## src/rtl/spi_mem_target.sv

```systemverilog
module spi_mem_target #(
  parameter int ADDR_W = 13,
  parameter int PAGE_W = 5,
  parameter logic [7:0] OP_READ = 8'h03,
  parameter logic [7:0] OP_WRITE = 8'h02
) (
  input  logic              clk,
  input  logic              rst_n,
  input  logic              cs_n,
  input  logic              sck,
  input  logic              si,
  input  logic              hold_n,
  output logic              so,
  output logic              so_oe,
  output logic [ADDR_W-1:0] mem_addr,
  output logic [7:0]        mem_wdata,
  output logic              mem_we,
  input  logic [7:0]        mem_rdata
);
  localparam int PAGE = 1 << PAGE_W;

  typedef enum logic [2:0] {P_OPC, P_ADH, P_ADL, P_RD, P_WR, P_SKIP} phase_t;

  logic cs_q, cs_q2, sck_q, sck_q2, si_q, hold_q;

  always_ff @(posedge clk or negedge rst_n)
    if (!rst_n) begin
      cs_q <= 1'b0; cs_q2 <= 1'b0;
      sck_q <= 1'b0; sck_q2 <= 1'b0;
      si_q <= 1'b0; hold_q <= 1'b1;
    end else begin
      cs_q <= cs_n; cs_q2 <= cs_q;
      sck_q <= sck; sck_q2 <= sck_q;
      si_q <= si; hold_q <= hold_n;
    end

  wire cs_fall  = cs_q2 && !cs_q;
  wire cs_rise  = !cs_q2 && cs_q;
  wire sck_rise = !sck_q2 && sck_q;
  wire sck_fall = sck_q2 && !sck_q;

  logic active, held, committing;
  logic [2:0] bitcnt;
  logic [7:0] shreg, rd_byte, out_sr;
  logic [ADDR_W-1:0] addr;
  logic [PAGE-1:0] pvalid;
  logic [7:0] pbuf [PAGE];
  logic [PAGE_W-1:0] slot;
  logic fetch, fetch_q, is_wr, so_r;
  phase_t phase;

  wire start   = cs_fall && !committing;
  wire run     = active && !held && !cs_q;
  wire rise_ev = run && sck_rise;
  wire fall_ev = run && sck_fall;
  wire [7:0] byte_in = {shreg[6:0], si_q};
  wire byte_done = rise_ev && (bitcnt == 3'd7);
  wire wr_byte = byte_done && (phase == P_WR);
  wire [PAGE_W-1:0] wr_slot = addr[PAGE_W-1:0];

  always_ff @(posedge clk or negedge rst_n)
    if (!rst_n) active <= 1'b0;
    else if (start) active <= 1'b1;
    else if (cs_rise) active <= 1'b0;

  always_ff @(posedge clk or negedge rst_n)
    if (!rst_n) held <= 1'b0;
    else if (!active || start) held <= 1'b0;
    else if (!sck_q) held <= !hold_q;

  always_ff @(posedge clk or negedge rst_n)
    if (!rst_n) begin
      phase <= P_OPC; bitcnt <= 3'd0; shreg <= 8'd0; addr <= '0;
      is_wr <= 1'b0; pvalid <= '0; fetch <= 1'b0; fetch_q <= 1'b0;
      rd_byte <= 8'd0; out_sr <= 8'd0; so_r <= 1'b0;
    end else begin
      fetch <= 1'b0;
      fetch_q <= fetch;
      if (fetch_q) rd_byte <= mem_rdata;
      if (start) begin
        phase <= P_OPC;
        bitcnt <= 3'd0;
        so_r <= 1'b0;
      end else if (rise_ev) begin
        shreg <= byte_in;
        bitcnt <= bitcnt + 3'd1;
        if (bitcnt == 3'd7)
          case (phase)
            P_OPC: begin
              is_wr <= (byte_in == OP_WRITE);
              phase <= (byte_in == OP_READ || byte_in == OP_WRITE) ? P_ADH : P_SKIP;
            end
            P_ADH: begin
              addr[ADDR_W-1:8] <= byte_in[ADDR_W-9:0];
              phase <= P_ADL;
            end
            P_ADL: begin
              addr[7:0] <= byte_in;
              if (is_wr) begin
                phase <= P_WR;
                pvalid <= '0;
              end else begin
                phase <= P_RD;
                fetch <= 1'b1;
              end
            end
            P_RD: begin
              addr <= addr + 1'b1;
              fetch <= 1'b1;
            end
            P_WR: begin
              pvalid[wr_slot] <= 1'b1;
              addr[PAGE_W-1:0] <= wr_slot + 1'b1;
            end
            default: ;
          endcase
      end else if (fall_ev && phase == P_RD) begin
        if (bitcnt == 3'd0) begin
          so_r <= rd_byte[7];
          out_sr <= {rd_byte[6:0], 1'b0};
        end else begin
          so_r <= out_sr[7];
          out_sr <= {out_sr[6:0], 1'b0};
        end
      end
    end

  always_ff @(posedge clk)
    if (wr_byte) pbuf[wr_slot] <= byte_in;

  always_ff @(posedge clk or negedge rst_n)
    if (!rst_n) begin
      committing <= 1'b0;
      slot <= '0;
    end else if (committing) begin
      slot <= slot + 1'b1;
      if (&slot) committing <= 1'b0;
    end else if (cs_rise && active && phase == P_WR && bitcnt == 3'd0 && |pvalid) begin
      committing <= 1'b1;
      slot <= '0;
    end

  assign so        = so_r;
  assign so_oe     = active && !held && phase == P_RD;
  assign mem_we    = committing && pvalid[slot];
  assign mem_wdata = pbuf[slot];
  assign mem_addr  = committing ? {addr[ADDR_W-1:PAGE_W], slot} : addr;

  assert_so_on_fall_R1: assert property (@(posedge clk) disable iff (!rst_n)
    ($past(active) && !$past(fall_ev)) |-> $stable(so_r));

  assert_hiz_deselected_R2: assert property (@(posedge clk) disable iff (!rst_n)
    (cs_q && cs_q2) |-> !so_oe);

  assert_page_fixed_R7: assert property (@(posedge clk) disable iff (!rst_n)
    (active && phase == P_WR) |=> (phase != P_WR || $stable(addr[ADDR_W-1:PAGE_W])));

  assert_commit_boundary_R8: assert property (@(posedge clk) disable iff (!rst_n)
    $rose(committing) |-> ($past(bitcnt) == 3'd0 && $past(phase) == P_WR));

  assert_hold_freeze_R10: assert property (@(posedge clk) disable iff (!rst_n)
    ($past(held) && $past(active) && active) |-> ($stable(bitcnt) && $stable(phase) && $stable(shreg)));

  assert_we_outside_frame_R11: assert property (@(posedge clk) disable iff (!rst_n)
    mem_we |-> !active);
endmodule

```

## config.mk

```make
export PLATFORM = sky130hd
export DESIGN_NAME = spi_mem_target
export DESIGN_NICKNAME = d
export VERILOG_FILES = /design/src/rtl/spi_mem_target.sv
export SDC_FILE = /design/constraint.sdc
export NUM_CORES = 1
export LEC_CHECK = 0
export BUFFER_PORTS_ARGS = -buffer_cell sky130_fd_sc_hd__buf_2
export CORE_ASPECT_RATIO = 1.4
export CORE_MARGIN = 2
export CORE_UTILIZATION = 60
export DETAILED_ROUTE_END_ITERATION = 10
export GPL_TIMING_DRIVEN = 0
export PLACE_DENSITY_LB_ADDON = 0.05
export SETUP_SLACK_MARGIN = 0.1
export SLEW_MARGIN = 10
export SYNTH_ARGS = -nofsm -noshare
export SYNTH_HDL_FRONTEND = slang
export SYNTH_SLANG_ARGS = --single-unit
```

## constraint.sdc

```tcl
create_clock -name clk -period 7.7 [get_ports clk]
set_clock_uncertainty 0.15 [all_clocks]
set_input_delay 0.77 -clock clk [delete_from_list [all_inputs] [get_ports clk]]
set_output_delay 0.77 -clock clk [all_outputs]
set_load 0.01 [all_outputs]
```

Word-level counts from Yosys, hierarchy flattened. Memory sizes are Yosys's and may differ from the RTL's. Index checks and enable logic that the tools add are counted.

Register bits after elaboration: 92. Bits in writable memories: 256. Input port bits: 14. Output and inout bits: 24. Logic and storage cells: 135. Memories kept: 1.

$add $sub $neg: 4. $lt $le $gt $ge: 3. Equality and inequality tests: 10. Mux-type cells: 39. Bitwise gates (word level): 3. Reduce and logical (&&, ||, !) cells: 52.

Memory list: pbuf (depth 32, width 8, rd ports 1, clocked after Yosys merged registers in 0, wr ports 1, line 47) `logic [7:0] pbuf [PAGE];`.

Operator list (number): 32-bit one-hot mux with 2 select lines (1); 32-bit 2-to-1 mux (1); 32-bit OR (1); 32-bit OR reduction (1); 3-bit 2-to-1 mux (7); 1-bit logical AND (19); 1-bit 2-to-1 mux (19); 8-bit by 2-bit == test with 1-bit output, second input constant (2); 4-bit AND reduction (4); 2-bit nonzero test (8); 5-bit 2-to-1 mux (3); 5-bit one-hot mux with 3 select lines (1); 13-bit by 1-bit adder with 13-bit output, second input constant (1); 5-bit by 6-bit less-than comparator with 1-bit output, second input constant (2); 5-bit by 1-bit adder with 5-bit output, second input constant (2); 5-bit one-hot mux with 2 select lines (1); 5-bit AND reduction (2); 3-bit one-hot mux with 3 select lines (1); 1-bit logical NOT (8); 8-bit 2-to-1 mux (1); 3-bit by 2-bit == test with 1-bit output, second input constant (2); 3-bit == test, second input constant (2); 3-bit logical NOT (2); 3-bit one-hot mux with 2 select lines (1); other kinds (14) (19).

Logic depth before layout (Yosys ltp). Gate-level depths: netlist of the first run.

Word-level depth: 8. Depth in mapped cells: 8. Gate-level depth less buffers: 6.

Least setup slack after synthesis of the first run. No wires, ideal clock.

Path kind: reg2out. From: register slot[0]. To: output mem_wdata[0]. Arrival time: 2.068 ns. Data required time: 6.780 ns. Slack: 4.712 ns. Stages on the path, launching flop included: 7. Path buffers: 3. Cells stage by stage: dfrtp_1 > clkbuf_1 > buf_6 > buf_6 > mux4_2 > mux4_2 > mux2_2.

Longest elaborated chain between the ends: 1.

RTL lines: start: declaration (line 48) `logic [PAGE_W-1:0] slot;`; start signal: assignment (line 136) `slot <= slot + 1'b1;`; memory read 32 x 8 bit; end: declaration (line 16) `output logic [7:0] mem_wdata,`.

No other way between the ends.

Worst setup path in the final report of the first run.
From: register slot[1]. To: output mem_wdata[1].

The elaborated chain is that of the path after synthesis.

==> impl_summary.txt, run 1 <==
----------------------------------------------------
[Floorplan]
  Die Area ... 25700 µm²
  Site Rows ... 67
  Top-level port count ... 38
  Area of the core ... 24000 µm²
  Initial standard-cell utilization of the core ... 61.1%
  Die X ... 136 µm
  Die H ... 189 µm

[Clock network]
  Post-CTS Repair Setup Buffers ... 0
  Number of clock sinks ... 347
  Number of H-tree branching levels ... 2
  Root buf cell ... clkbuf_16
  TritonCTS buffer count ... 34
  Clock slew seen by the registers of the worst setup and hold paths ... 0.07 ns
  Number of hold buffers added after CTS ... 0
  Deepest clock path buffer count ... 3
  Post-CTS resize count ... 0
  Latest clock arrival within the worst-skew pair ... 0.51 ns
  CTS tree ... yes

[Synthesis]
  Most area-hungry cell type in the Yosys netlist ... edfxtp_1
  Post-synthesis sequential area ratio ... 68.0%
  Syn nets ... 902
  Syn Area/Cell ... 16.7 µm²
  Complex-gate fraction of the synthesized area ... 4.88%
  Xor-xnor portion of the synthesized cell area ... 0.179%
  Share of synthesized flip-flops with an asynchronous set or reset ... 26.2%
  Cell count after synthesis ... 879
  Dominant combinational cell family by area after synthesis ... multiplexers
  Mux contribution to synthesized area ... 16.6%
  Ranking of synthesized cells by area ... edfxtp_1 52%, dfrtp_1 15%, mux4_2 14%, nor2_1 2.2%, a41oi_1 1.7%
  Adder and majority gate portion of the synthesized area ... 0.768%
  Number of synthesized register bits ... 347
  Synth warn ... 0
  Number of flops mapped to enable cells by yosys ... 256
  Flip-flop cell with the highest count after synthesis ... edfxtp_1
  Area of the mapped netlist ... 14700 µm²
  Simple-gate portion of the synthesized area ... 7.05%
  Count of different cell masters after synthesis ... 57
  Area share of the largest cell type after synthesis ... 52.4%

[Placed design]
  Final Wtd Congestion ... 0.896
  Quantity of I/O buffers inserted on ports ... 37
  Total placed cells including tap cells ... 1227
  Final HPWL from detailed placement ... 23100 µm

[Global routing]
  Global-route wire length before repair ... 52600 µm
  GRT Resource Usage Total ... 27.6%
  Largest net degree at the start of global routing ... 67
  Remaining global-route overflow ... 0
  Number of global-route vias before repair ... 8915
  Number of antenna violations at the first check in global routing ... 0

[Finish]
  Count of filler cells inserted in the layout ... 1630
  Layout net count ... 976
  Most frequent cells in the layout ... 256 x edfxtp_1, 88 x mux4_2, 85 x nor2_1, 85 x dfrtp_1
  Most common library cell in the layout ignoring fill and taps ... edfxtp_1
  Final non-filler cell total ... 1287
  P&R area growth vs syn ... 11.9%
  Share of final-layout standard cells stronger than drive strength 1 ... 23.0%
  Number of diodes ... 0

[Setup path]
  Worst path bufs/invs ... 3
  Critical-path cell list ... buf_2 -> clkbuf_1 -> mux4_2 -> mux4_2 -> mux2_2 -> buf_2
  CP endpoint kind ... primary output
  Critical Path Fanout Max ... 10
  Worst EP arrival ... 3.22 ns
  Crit Path Class ... register to primary output
  Critical Path Max Stage Delay ... 0.66 ns
  CP delay by family, top ... multiplexers
  Startpoint kind of the worst setup timing path ... register
  CP max-delay cell ... clkbuf_1
  Req. time, crit path ... 6.78 ns

[STA]
  Max-slew headroom at the worst pin ... 22.7%
  Total count of max-transition violations in the final report ... 0
  RSZ-0062 raised after global routing ... no
  Fin crit period ... 4.14 ns
  Worst Max-Slew Pin Slew ... 1.16 ns
  Highest clock rate ... 241 MHz
  Final hold violation count ... 0
  Ratio of final minimum period to clock period ... 53.8%
  Number of setup violations in the final report ... 0
  Post-route setup TNS ... 0 ns

[Detailed routing]
  Remaining routing DRC violations ... 0
  Routed wire per std cell ... 26.1 µm
  Via Count ... 8483
  Violation count after the first detailed-routing iteration ... 711
  Remaining antenna violation count ... 0
  Via-to-Cell Ratio ... 6.59
  Length of the first detailed-routing pass in iterations ... 5
  Final wirelength ... 33600 µm

[Pwr]
  Portion of total power attributed to the clock network ... 42.6%
  Sw Ratio ... 20.6%
  Net load switching power ... 0.812 mW
  Leakage ... 5.68 nW
  Fraction of power consumed by combinational cells ... 1.5%
  Sequential fraction of design power ... 55.9%
  Maximum resistive drop on vdd ... 0.189 mV
  Internal Dissipation ... 3.12 mW
  Ratio of total power to cell area ... 240 nW/µm²

[Outcome]
  Outcome ... finished clean

[Worst hold path]
  Worst min-delay path category ... input port to asynchronous set/reset pin

[Run]
  Number of violations of the max-capacitance limit ... 0

----------------------------------------------------
==> cells in the mapped netlist, types with 2 or more instances <==
| cell type | number |
|---|---|
| xnor2_1 | 2 |
| nor3b_1 | 3 |
| buf_4 | 11 |
| edfxtp_1 | 256 |
| nor2b_1 | 7 |
| clkbuf_1 | 38 |
| mux2_2 | 20 |
| and3_1 | 6 |
| nor3_1 | 11 |
| o22ai_1 | 4 |
| nor4_1 | 12 |
| or3b_1 | 3 |
| mux2_1 | 8 |
| and2_1 | 6 |
| o2bb2ai_1 | 2 |
| a41o_1 | 3 |
| nand3b_1 | 2 |
| dfrtp_1 | 90 |
| nand2_1 | 39 |
| nand3_1 | 11 |
| nor2_1 | 85 |
| o31ai_1 | 2 |
| a21oi_1 | 17 |
| a31oi_1 | 7 |
| inv_1 | 11 |
| o21ai_0 | 7 |
| buf_2 | 8 |
| nand4_1 | 10 |
| ha_1 | 9 |
| buf_6 | 4 |
| or3_1 | 2 |
| nand2b_1 | 8 |
| buf_1 | 3 |
| a41oi_1 | 29 |
| a211oi_1 | 5 |
| o41ai_1 | 2 |
| mux2i_1 | 14 |
| o21ai_1 | 12 |
| mux4_2 | 88 |
| a2bb2oi_1 | 5 |
==> stage by stage <==
stage / total power [mW] / area (µm²) / util [%] / worst slack [ns] / hold WS [ns]
5_1_grt: 4.04 / 16400 / 68.4 / 3.49 / 0.0310
2_1_floorplan: 2.22 / 14700 / - / 4.71 / 0.181
3_5_place_dp: 2.30 / 15300 / 63.7 / 4.12 / 0.190
6_report: 3.94 / 16400 / 68.4 / 3.56 / 0.0223
3_3_place_gp: 2.28 / 15200 / 63.5 / 4.13 / 0.193
4_1_cts: 3.96 / 16400 / 68.4 / 3.53 / 0.0125
==> worst register-to-register path, cell delays in order (launching register included) <==
cell,delay (ns)
dfrtp_1,0.35
clkbuf_1,0.29
or3b_1,0.46
nor3_1,0.52
nand2_1,0.49
nor2_1,0.79
==> flip-flops by register name, summed over array words and instances, names as in the netlist, 3 cells and up <==
| register | cells |
|---|---|
| shreg | 7 |
| phase | 3 |
| out_sr | 7 |
| slot | 5 |
| bitcnt | 3 |
| addr | 13 |
| rd_byte | 8 |
| pbuf | 256 |
| pvalid | 32 |
==> kinds of logic (layout without fill, tap and decap cells) <==
logic type | after synthesis | in the layout
compound gates | 101 | 101
xor+xnor | 3 | 3
fa+ha+maj | 9 | 9
buf+inv | 76 | 174
flops | 347 | 347
mux | 130 | 130
simple gates | 213 | 213
==> cell type report <==
class                   count  area [µm²]  area share, %
well taps                 310         388           2.37
clock buffers              43         948           5.78
flip-flops and latches    347        9970           60.8
inverters                  12        45.0          0.275
plain buffers              64         322           1.96
multi-input cells         456        4330           26.4
repair buffers             38         215           1.31
clock inverters            17         184           1.12
==> worst paths after layout <==
kind                                          to  depth (start not counted)                  from  slack, ns
setup / recovery                    mem_wdata[1]                          6   slot[1]$_DFFE_PN0P_       3.56
hold / removal              shreg[4]$_DFFE_PN0P_                          1                 rst_n       0.02
setup reg to reg           pbuf[16][5]$_DFFE_PP_                          5  phase[2]$_DFFE_PN0P_       4.27
hold reg to reg                fetch_q$_DFF_PN0_                          0       fetch$_DFF_PN0_       0.21
max in group asynchronous       hold_q$_DFF_PN1_                          2                 rst_n       6.71
min in group clk               fetch_q$_DFF_PN0_                          0       fetch$_DFF_PN0_       0.21
==> power groups by stage <==
| stage | clock network (mW) | registers (mW) | logic [mW] |
|---|---|---|---|
| final | 1.68 | 2.20 | 0.0608 |
| after global routing | 1.76 | 2.21 | 0.0672 |
| after floorplan | 0 | 2.18 | 0.0376 |
| after global placement | 0 | 2.23 | 0.0559 |
| after detailed placement | 0 | 2.24 | 0.0612 |
| after CTS | 1.70 | 2.20 | 0.0615 |
==> per-layer routing <==
layer / global-route usage (%) / wire (µm)
met1: 33.8 / 12500
met2: 50.1 / 18400
met3: 3.61 / 1660
met4: 9.78 / 1090
met5: 0 / 0
(Power assumes the default switching activity.)
==> inputs of run 2 (changes only) <==
- ABC_AREA: default -> 1
- clock period: 7.7 -> 4 ns (I/O delays scaled with it)
==> impl_summary.txt, run 2 <==
----------------------------------------------------
[Global routing]
  GRT Resource Usage Total ... 30.7% (+3.1 points)
  Number of antenna violations at the first check in global routing ... 0 (unchanged)
  Largest net degree at the start of global routing ... 65 (-3.0%)
  Global-route wire length before repair ... 63900 µm (+22%)
  Number of global-route vias before repair ... 11469 (+29%)
  Remaining global-route overflow ... 0 (unchanged)

[Pwr]
  Leakage ... 7.31 nW (+29%)
  Maximum resistive drop on vdd ... 0.354 mV (+87%)
  Ratio of total power to cell area ... 417 nW/µm² (+74%)
  Overall power of the completed layout ... 7.34 mW (+87%)

[Clock network]
  Post-CTS resize count ... 0 (unchanged)
  Deepest clock path buffer count ... 3 (unchanged)
  TritonCTS buffer count ... 34 (unchanged)
  Number of H-tree branching levels ... 2 (unchanged)
  Root buf cell ... clkbuf_16
  Clock slew seen by the registers of the worst setup and hold paths ... 0.06 ns (about the same)
  Number of clock sinks ... 347 (unchanged)
  Latest clock arrival within the worst-skew pair ... 0.53 ns (+0.02 ns)
  CTS tree ... yes

[Floorplan]
  Top-level port count ... 38 (unchanged)
  Die H ... 196 µm (+3.7%)
  Site Rows ... 70 (+4.5%)
  Area of the core ... 26000 µm² (+8.5%)
  Die Area ... 27700 µm² (+7.6%)
  Initial standard-cell utilization of the core ... 60.7% (-0.40 points)
  Die X ... 141 µm (+3.7%)

[Setup path]
  CP endpoint kind ... primary output
  Crit Path Class ... register to primary output
  Source of the critical timing path ... slot[2]$_DFFE_PN0P_
  Critical Path Fanout Max ... 10 (unchanged)
  Startpoint kind of the worst setup timing path ... register
  Req. time, crit path ... 3.45 ns (-3.33 ns)
  Worst EP arrival ... 2.77 ns (-0.45 ns)
  FF-to-FF Start ... phase[1]$_DFFE_PN0P_

[STA]
  Worst Max-Slew Pin Slew ... 1.25 ns (+0.0874 ns)
  Post-route setup TNS ... 0 ns (unchanged)
  Ratio of final minimum period to clock period ... 83.1%
  RSZ-0062 raised after global routing ... no
  Max-slew headroom at the worst pin ... 16.8% (-5.8 points)
  Fin crit period ... 3.32 ns
  Number of setup violations in the final report ... 0 (unchanged)
  Total count of max-transition violations in the final report ... 0 (unchanged)
  Highest clock rate ... 301 MHz
  Final hold violation count ... 0 (unchanged)

[Detailed routing]
  Via Count ... 11796 (+39%)
  Remaining antenna violation count ... 0 (unchanged)
  Length of the first detailed-routing pass in iterations ... 6 (+1)
  Violation count after the first detailed-routing iteration ... 1130 (+59%)
  Routed wire per std cell ... 19.9 µm (-24%)
  Remaining routing DRC violations ... 0 (unchanged)
  Via-to-Cell Ratio ... 5.64 (-14%)
  Final wirelength ... 41500 µm (+23%)

[Finish]
  Count of filler cells inserted in the layout ... 2049 (+26%)
  Area taken by multi-input logic gates ... 5000 µm² (+16%)
  Register ranked first by flip-flop count ... pbuf
  Layout net count ... 1763 (+81%)
  Share of final-layout standard cells stronger than drive strength 1 ... 11.4% (-12 points)
  P&R area growth vs syn ... 11.5%
  Most frequent cells in the layout ... 643 x nand2_1, 256 x edfxtp_1, 253 x nand3_1, 89 x nor2_1, 84 x inv_1
  Most common library cell in the layout ignoring fill and taps ... nand2_1
  Number of flip-flops in the largest register ... 256 (unchanged)
  Final non-filler cell total ... 2090 (+62%)
  Number of diodes ... 0 (unchanged)
  Reg area ... 9970 µm² (about the same)
  Leading registers by flop count ... pbuf x256, pvalid x32, addr x13

[Synthesis]
  Complex-gate fraction of the synthesized area ... 3.70% (-1.2 points)
  Post-synthesis sequential area ratio ... 63.1% (-4.9 points)
  Syn Area/Cell ... 9.56 µm² (-43%)
  Simple-gate portion of the synthesized area ... 27.1% (+20 points)
  Number of flops mapped to enable cells by yosys ... 256 (unchanged)
  Most repeated cell in the gate-level netlist after synthesis ... nand2_1
  Number of synthesized register bits ... 347 (unchanged)
  Share of synthesized flip-flops with an asynchronous set or reset ... 26.2% (unchanged)
  Mux contribution to synthesized area ... 0.0713% (-17 points)
  Flip-flop cell with the highest count after synthesis ... edfxtp_1
  Cell count after synthesis ... 1653 (+88%)
  Synth warn ... 0 (unchanged)
  Most frequent cells after synthesis ... 643 x nand2_1, 256 x edfxtp_1, 253 x nand3_1
  Ranking of synthesized cells by area ... edfxtp_1 49%, nand2_1 15%, dfrtp_1 14%, nand3_1 8.0%, nor2_1 2.1%
  Area of the mapped netlist ... 15800 µm² (+7.8%)
  Xor-xnor portion of the synthesized cell area ... 0.0554% (-0.12 points)
  Most area-hungry cell type in the Yosys netlist ... edfxtp_1
  Dominant combinational cell family by area after synthesis ... simple AND/OR/NAND/NOR gates
  Area share of the largest cell type after synthesis ... 48.7% (-3.8 points)
  Count of different cell masters after synthesis ... 36 (-37%)
  Syn nets ... 1676 (+86%)
  Adder and majority gate portion of the synthesized area ... 0.713% (-0.056 points)

[Placed design]
  Final HPWL from detailed placement ... 28400 µm (+23%)
  Final Wtd Congestion ... 0.963 (+7.5%)
  Total placed cells including tap cells ... 2015 (+64%)
  Quantity of I/O buffers inserted on ports ... 37 (unchanged)

[Run]
  Number of violations of the max-capacitance limit ... 0 (unchanged)

[Outcome]
  Outcome ... finished clean

[Worst hold path]
  Worst min-delay path category ... input port to asynchronous set/reset pin

----------------------------------------------------
==> run 2: cell type report <==
| cell class | count | share of cell area [%] |
|---|---|---|
| clock inverters | 15 | 0.561 |
| inverters | 94 | 2.01 |
| well taps | 324 | 2.30 |
| plain buffers | 91 | 2.71 |
| clock buffers | 47 | 5.47 |
| multi-input cells | 1121 | 28.4 |
| repair buffers | 51 | 1.96 |
| flip-flops and latches | 347 | 56.6 |
==> run 2: timing repair <==
item | CTS | global route
hold buffers | 13 | 0
buffers inserted | 0 | 0
endpoints found under the hold margin | 39 | 0
==> run 2: metal layers <==
layer  GRT usage, %  vias up  share of wire, %
li1               -     5668                 -
met1           38.8     5578                40
met2           53.9      460                51
met3           4.15       90               5.9
met4           12.1        0               3.7
met5              0        -                 0
==> run 2: power by group <==
group | internal (mW) | switching (mW)
registers | 3.98 | 0.167
clock network | 1.76 | 1.33
logic | 0.0409 | 0.0691
==> run 2: final timing paths <==
path / to / slack (ns) / cells after the start
max reg2reg: pbuf[12][7]$_DFFE_PP_ / 1.09 / 6
min reg2reg: fetch_q$_DFF_PN0_ / 0.20 / 0
max: mem_wdata[5] / 0.68 / 10
min in group clk: fetch_q$_DFF_PN0_ / 0.20 / 0
max in group asynchronous: hold_q$_DFF_PN1_ / 2.77 / 3
min: pvalid[7]$_DFFE_PN0P_ / 0.19 / 2
==> run 2: worst max-delay path: stages, from the launching register on <==
cell	delay, ns
dfrtp_1	0.36
clkbuf_1	0.23
inv_2	0.26
clkbuf_1	0.57
nand3_1	0.24
nand2_1	0.15
nand2_1	0.10
nand2_1	0.08
nand2_1	0.04
nand2_1	0.08
buf_2	0.13
==> run 2: cells by family (layout without fill, tap and decap cells) <==
| group | count (synthesis) | in the layout |
|---|---|---|
| compound gates | 92 | 92 |
| buf+inv | 185 | 298 |
| mux | 1 | 1 |
| xor+xnor | 1 | 1 |
| fa+ha+maj | 9 | 9 |
| flops | 347 | 347 |
| simple gates | 1018 | 1018 |
==> run 2: through the flow <==
step           utilization (%)  setup slack (ns)  cell area, µm²  hold WS [ns]
2_1_floorplan                -              1.93           15800       -0.0456
3_3_place_gp              63.0              1.16           16400         0.182
3_5_place_dp              63.1              1.12           16400         0.189
4_1_cts                   67.7             0.723           17600         0.195
5_1_grt                   67.7             0.628           17600         0.229
6_report                  67.7             0.675           17600         0.193
